--- src/rtl/pirq_pkg.sv ---
package pirq_pkg;
  localparam int unsigned PIRQ_ADDR_W = 12;
  localparam int unsigned PIRQ_N_SGI  = 16;
  localparam int unsigned PIRQ_N_PPI  = 16;
  localparam int unsigned PIRQ_N      = PIRQ_N_SGI + PIRQ_N_PPI;

  localparam logic [PIRQ_ADDR_W-1:0] OFS_SET = 12'h100;
  localparam logic [PIRQ_ADDR_W-1:0] OFS_CLR = 12'h180;

  typedef enum logic [1:0] {
    VIEW_NONE = 2'd0,
    VIEW_SET  = 2'd1,
    VIEW_CLR  = 2'd2
  } view_e;

  function automatic view_e decode_view(input logic [PIRQ_ADDR_W-1:0] a);
    if (a == OFS_SET)      return VIEW_SET;
    else if (a == OFS_CLR) return VIEW_CLR;
    else                   return VIEW_NONE;
  endfunction
endpackage

--- src/rtl/pirq_access_mask.sv ---
module pirq_access_mask #(
  parameter int unsigned N = pirq_pkg::PIRQ_N
) (
  input  logic [N-1:0] grp_secure,
  input  logic         sec_disable,
  input  logic         route_en_s,
  input  logic         route_en_ns,
  input  logic         nonsecure,
  output logic [N-1:0] mask
);
  // Per-interrupt gating: routing for its security state, then access security.
  for (genvar i = 0; i < N; i++) begin : g_bit
    logic irq_is_secure;
    logic route_ok;
    logic sec_ok;
    assign irq_is_secure = grp_secure[i] & ~sec_disable;
    assign route_ok      = irq_is_secure ? route_en_s : route_en_ns;
    assign sec_ok        = ~(nonsecure & irq_is_secure);
    assign mask[i]       = route_ok & sec_ok;
  end
endmodule

--- src/rtl/pirq_enable_store.sv ---
module pirq_enable_store #(
  parameter int unsigned N = pirq_pkg::PIRQ_N
) (
  input  logic           clk,
  input  logic           rst_n,
  input  logic           wr_en,
  input  pirq_pkg::view_e view,
  input  logic [N-1:0]   wdata,
  input  logic [N-1:0]   mask,
  output logic [N-1:0]   en_q
);
  logic [N-1:0] set_bits;
  logic [N-1:0] clr_bits;
  logic [N-1:0] en_d;

  always_comb begin
    set_bits = '0;
    clr_bits = '0;
    if (wr_en) begin
      if (view == pirq_pkg::VIEW_SET) set_bits = wdata & mask;
      if (view == pirq_pkg::VIEW_CLR) clr_bits = wdata & mask;
    end
    // Clear wins over set on the same bit.
    en_d = (en_q | set_bits) & ~clr_bits;
  end

  always_ff @(posedge clk) begin
    if (!rst_n) en_q <= '0;
    else        en_q <= en_d;
  end
endmodule

--- src/rtl/pirq_read_port.sv ---
module pirq_read_port #(
  parameter int unsigned N = pirq_pkg::PIRQ_N
) (
  input  logic            clk,
  input  logic            rst_n,
  input  logic            rd_en,
  input  pirq_pkg::view_e view,
  input  logic [N-1:0]    en_q,
  input  logic [N-1:0]    mask,
  output logic [N-1:0]    rdata,
  output logic            rvalid
);
  always_ff @(posedge clk) begin
    if (!rst_n) begin
      rdata  <= '0;
      rvalid <= 1'b0;
    end else begin
      rvalid <= rd_en;
      if (rd_en) rdata <= (view != pirq_pkg::VIEW_NONE) ? (en_q & mask) : '0;
    end
  end
endmodule

--- src/rtl/pirq_enable_regs.sv ---
module pirq_enable_regs #(
  parameter int unsigned ADDR_W = pirq_pkg::PIRQ_ADDR_W,
  parameter int unsigned N      = pirq_pkg::PIRQ_N
) (
  input  logic              clk,
  input  logic              rst_n,
  input  logic [ADDR_W-1:0] reg_addr,
  input  logic              reg_wr_en,
  input  logic [N-1:0]      reg_wdata,
  input  logic              reg_rd_en,
  input  logic              reg_nonsecure,
  output logic [N-1:0]      reg_rdata,
  output logic              reg_rvalid,
  input  logic [N-1:0]      grp_secure,
  input  logic              sec_disable,
  input  logic              route_en_s,
  input  logic              route_en_ns,
  output logic [N-1:0]      fwd_enable
);
  pirq_pkg::view_e view;
  logic [N-1:0]    mask;

  assign view = pirq_pkg::decode_view(reg_addr);

  pirq_access_mask #(.N(N)) u_mask (
    .grp_secure (grp_secure),
    .sec_disable(sec_disable),
    .route_en_s (route_en_s),
    .route_en_ns(route_en_ns),
    .nonsecure  (reg_nonsecure),
    .mask       (mask)
  );

  pirq_enable_store #(.N(N)) u_store (
    .clk  (clk),
    .rst_n(rst_n),
    .wr_en(reg_wr_en),
    .view (view),
    .wdata(reg_wdata),
    .mask (mask),
    .en_q (fwd_enable)
  );

  pirq_read_port #(.N(N)) u_rd (
    .clk   (clk),
    .rst_n (rst_n),
    .rd_en (reg_rd_en),
    .view  (view),
    .en_q  (fwd_enable),
    .mask  (mask),
    .rdata (reg_rdata),
    .rvalid(reg_rvalid)
  );
endmodule

--- config.mk ---
export PLATFORM = sky130hd
export DESIGN_NAME = pirq_enable_regs
export DESIGN_NICKNAME = d
export VERILOG_FILES = /design/src/rtl/pirq_pkg.sv /design/src/rtl/pirq_access_mask.sv /design/src/rtl/pirq_enable_store.sv /design/src/rtl/pirq_read_port.sv /design/src/rtl/pirq_enable_regs.sv
export SDC_FILE = /design/constraint.sdc
export NUM_CORES = 1
export LEC_CHECK = 0
export BUFFER_PORTS_ARGS = -buffer_cell sky130_fd_sc_hd__buf_2
export CAP_MARGIN = 20
export CORE_MARGIN = 3
export CORE_UTILIZATION = 46
export DETAILED_ROUTE_END_ITERATION = 8
export PLACE_DENSITY = 0.79
export SLEW_MARGIN = 10
export SYNTH_ARGS = -nofsm -noshare
export SYNTH_HDL_FRONTEND = slang
export SYNTH_HIERARCHICAL = 1
export SYNTH_SLANG_ARGS = --single-unit
--- constraint.sdc ---
create_clock -name clk -period 2.6 [get_ports clk]
set_input_delay 0.26 -clock clk [delete_from_list [all_inputs] [get_ports clk]]
set_output_delay 0.26 -clock clk [all_outputs]
set_load 0.01 [all_outputs]
==> summary.md <==
| Metric | Value |
|---|---|
| Tmin final | `between 1.5 and 2 ns` |
| Power Density | `around 490 nW/um2` |
| Finished Cell Area | `between 4000 and 5000 um2` |
| Final net count | `around 550` |
| Yosys warning count | `6` |
| Hpwl dp | `6200 um` |
| Largest cells by area after synthesis | `dfxtp_1 (42%), a32o_2 (12%), mux2_2 (11%)` |
| Antenna cells | `0` |
| Vias per cell | `around 5.6` |
| Most frequent cells in the layout | `buf_2 (148), dfxtp_1 (65), a32o_2 (32), o21ai_0 (32), nand2_1 (32)` |
| ANT nets after route | `0` |
| Cts bufs inserted | `9` |
| Crit-path max cell delay | `about 0.54 ns` |
| First-pass GRT wire length | `around 14,000 um` |
| GRT Util Overall | `0.230` |
| Mean post-synth cell area | `around 9.5 um2` |
| Grt ovf | `0` |
| Post-CTS Setup Bufs | `0` |
| Hold Crit Start | `reg_wdata[30]` |
| #FFs+latches synth | `between 60 and 70` |
| Port bufs | `148` |
| Post-synthesis sequential area ratio | `0.416` |
| Clock Sinks | `between 60 and 70` |
| Hold Path Cell Cnt | `3` |
| Fillers | `~590` |
| Die Width | `88.4 um` |
| Clock tree buffer depth | `2` |
| Worst-path fanout max | `32` |
| Worst r2r src | `u_store/en_q[20]$_SDFF_PN0_` |
| Final setup fails | `0` |
| DR DRC count | `0` |
| Post-CTS sizing | `0` |
| DRT iter0 DRCs | `143` |
| Via count | `slightly above 3,000` |
| H-tree levels | `3` |
| Worst EP required | `between 2 and 3 ns` |
| Area leader, netlist | `dfxtp_1` |
| Slew headroom | `0.591` |
| Final WL | `9010 um` |
| Slew @ Worst Pin | `0.613 ns` |
| Die area | `7820 um2` |
| Worst Hold End | `u_store/en_q[30]$_SDFF_PN0_` |
| Chip height | `approximately 90 um` |
| I/O pin count | `between 100 and 150` |
| Top cell type's share of synthesized area | `0.416` |
| Unrepaired setup endpoints after global routing | `false` |
| Crit. Startpoint | `reg_addr[11]` |
| Rows | `29` |
| Gp weighted congestion | `~0.75` |
| Distinct cells, synth | `26` |
| # hold bufs at CTS | `0` |
| Worst R2R Path Depth | `2` |
| Largest net degree at the start of global routing | `33` |
| Clock root buffer | `clkbuf_8` |
| Pleak | `just over 0.002 uW` |
| HP Class | `primary input to flip-flop` |
| Vias in the first global route | `roughly 3,000` |
| Post-detailed-route wirelength per cell | `16.4 um` |
| Max Slew Vio Count | `0` |
| Total core area | `about 6500 um2` |
| Max Cap Viol | `0` |
| Startpoint Class | `primary input` |
| Clock latency on the worst-skew pair | `0.34 ns` |
| Cell chain of the critical path | `buf_2 > or4_1 > nor3_1 > o211a_4 > a32o_2` |
| Final worst-path cycle share | `0.728` |
| Final Core Density | `0.622` |
| Initial Utilization | `0.484` |
| Status | `complete, no violations` |
| Syn-to-layout area delta | `28.6%` |
| Placed instance area | `3860 um2` |
| Critical path data arrival time | `roughly 2.2 ns` |
| Worst VDD drop | `roughly 0.36 mV` |
| Initial antenna violation count | `0` |
| CP Capture Type | `flip-flop` |
| Syn Inst Count | `~330` |
| Most common cell after layout, fill and taps aside | `buf_2` |
| Syn Nets | `just over 400` |
| Slowest-stage cell, CP | `or4_1` |
| Final hold violation count | `0` |
| Setup TNS | `0 ns` |
| Flop-to-flop setup slack | `~1.9 ns` |
| Final Skew | `around 0.0085 ns` |
| CTS tree | `built` |
| Crit Reg-Reg Endpoint | `u_store/en_q[20]$_SDFF_PN0_` |
| Worst-path clk slew | `~0.070 ns` |
| Cell area after synthesis | `roughly 3100 um2` |
| Pre-antenna DRT Iters | `4` |
| Max Fclk | `between 500 and 600 MHz` |
| Setup CP Type | `primary input to flip-flop` |
| Share of layout cells above drive strength 1 | `0.505` |
## cell families (layout without fill, tap and decap cells)
group | Yosys count | count (layout) | synth area share
AO/OA/AOI/OAI | 97 | 97 | 0.237
buffers and inverters | 26 | 171 | 0.0584
flip-flops | 65 | 65 | 0.416
multiplexers | 32 | 32 | 0.116
AND/OR/NAND/NOR | 108 | 108 | 0.172
## synthesized netlist by cell type (all sizes together)
master and n:
clkbuf 13, nand2 32, nand3b 1, nand4 1
nor2 31, mux2 32, buf 13, or4b 2
and2b 2, nor2b 32, and4b 1, a32o 32
a21boi 1, a31oi 31, o211a 1, o21ai 32
or4 2, nor3 2, and3b 1, dfxtp 65
and2 1
## through the flow
stage                     hold slack, ns  setup slack [ns]  cells  total power, uW
after floorplan                    0.382             0.613    328             1160
after global placement             0.448             0.456    535             1250
after detailed placement           0.454             0.374    535             1250
after CTS                          0.170             0.737    550             1980
after global routing               0.183             0.615    550             2050
final                              0.182             0.707    550             1960
## per-layer routing
metal	wire [um]	vias up	global-route usage
met5	0	-	0
met3	720	9	0.0438
met4	101	0	0.0852
met1	3820	1430	0.297
li1	-	1492	-
met2	4370	140	0.384
## report_power, final
group | internal [uW] | total [uW] | switching, uW | leakage (uW)
clock | 360 | 732 | 371 | 0.0000887
combinational | 116 | 235 | 119 | 0.00141
sequential | 996 | 996 | 0.236 | 0.000523
total | 1470 | 1960 | 491 | 0.00203
## area by class of cell
class                      instances  area, um2  area share
clock inverter                     4       20.0     0.00498
tap                               77       96.3      0.0240
sequential                        65       1300       0.324
clock buffer                      11        141      0.0352
multi-input combinational        237       1650       0.410
timing repair buffer             156        813       0.202
## worst max-delay path, delay by kind of cell
kind	cells	cell delay (ns)
buffers and inverters	1	0.09
and+or+nand+nor	2	1.04
AOI/OAI and AO/OA	2	0.77
## state kept, by name (all words and copies together) (netlist names)
name          cells
u_store/en_q     32
u_rd/rdata       32
u_rd/rvalid       1
## worst max-delay path by stage
stage,endpoint,cells past startpoint
6_report,u_rd/rdata[18]$_SDFFE_PN0P_,5
5_1_grt,u_store/en_q[28]$_SDFF_PN0_,7
4_1_cts,u_rd/rdata[18]$_SDFFE_PN0P_,5
2_1_floorplan,u_store/en_q[19]$_SDFF_PN0_,7
3_5_place_dp,u_rd/rdata[29]$_SDFFE_PN0P_,5
3_3_place_gp,u_rd/rdata[19]$_SDFFE_PN0P_,5
Power figures use the tool's default switching activity.
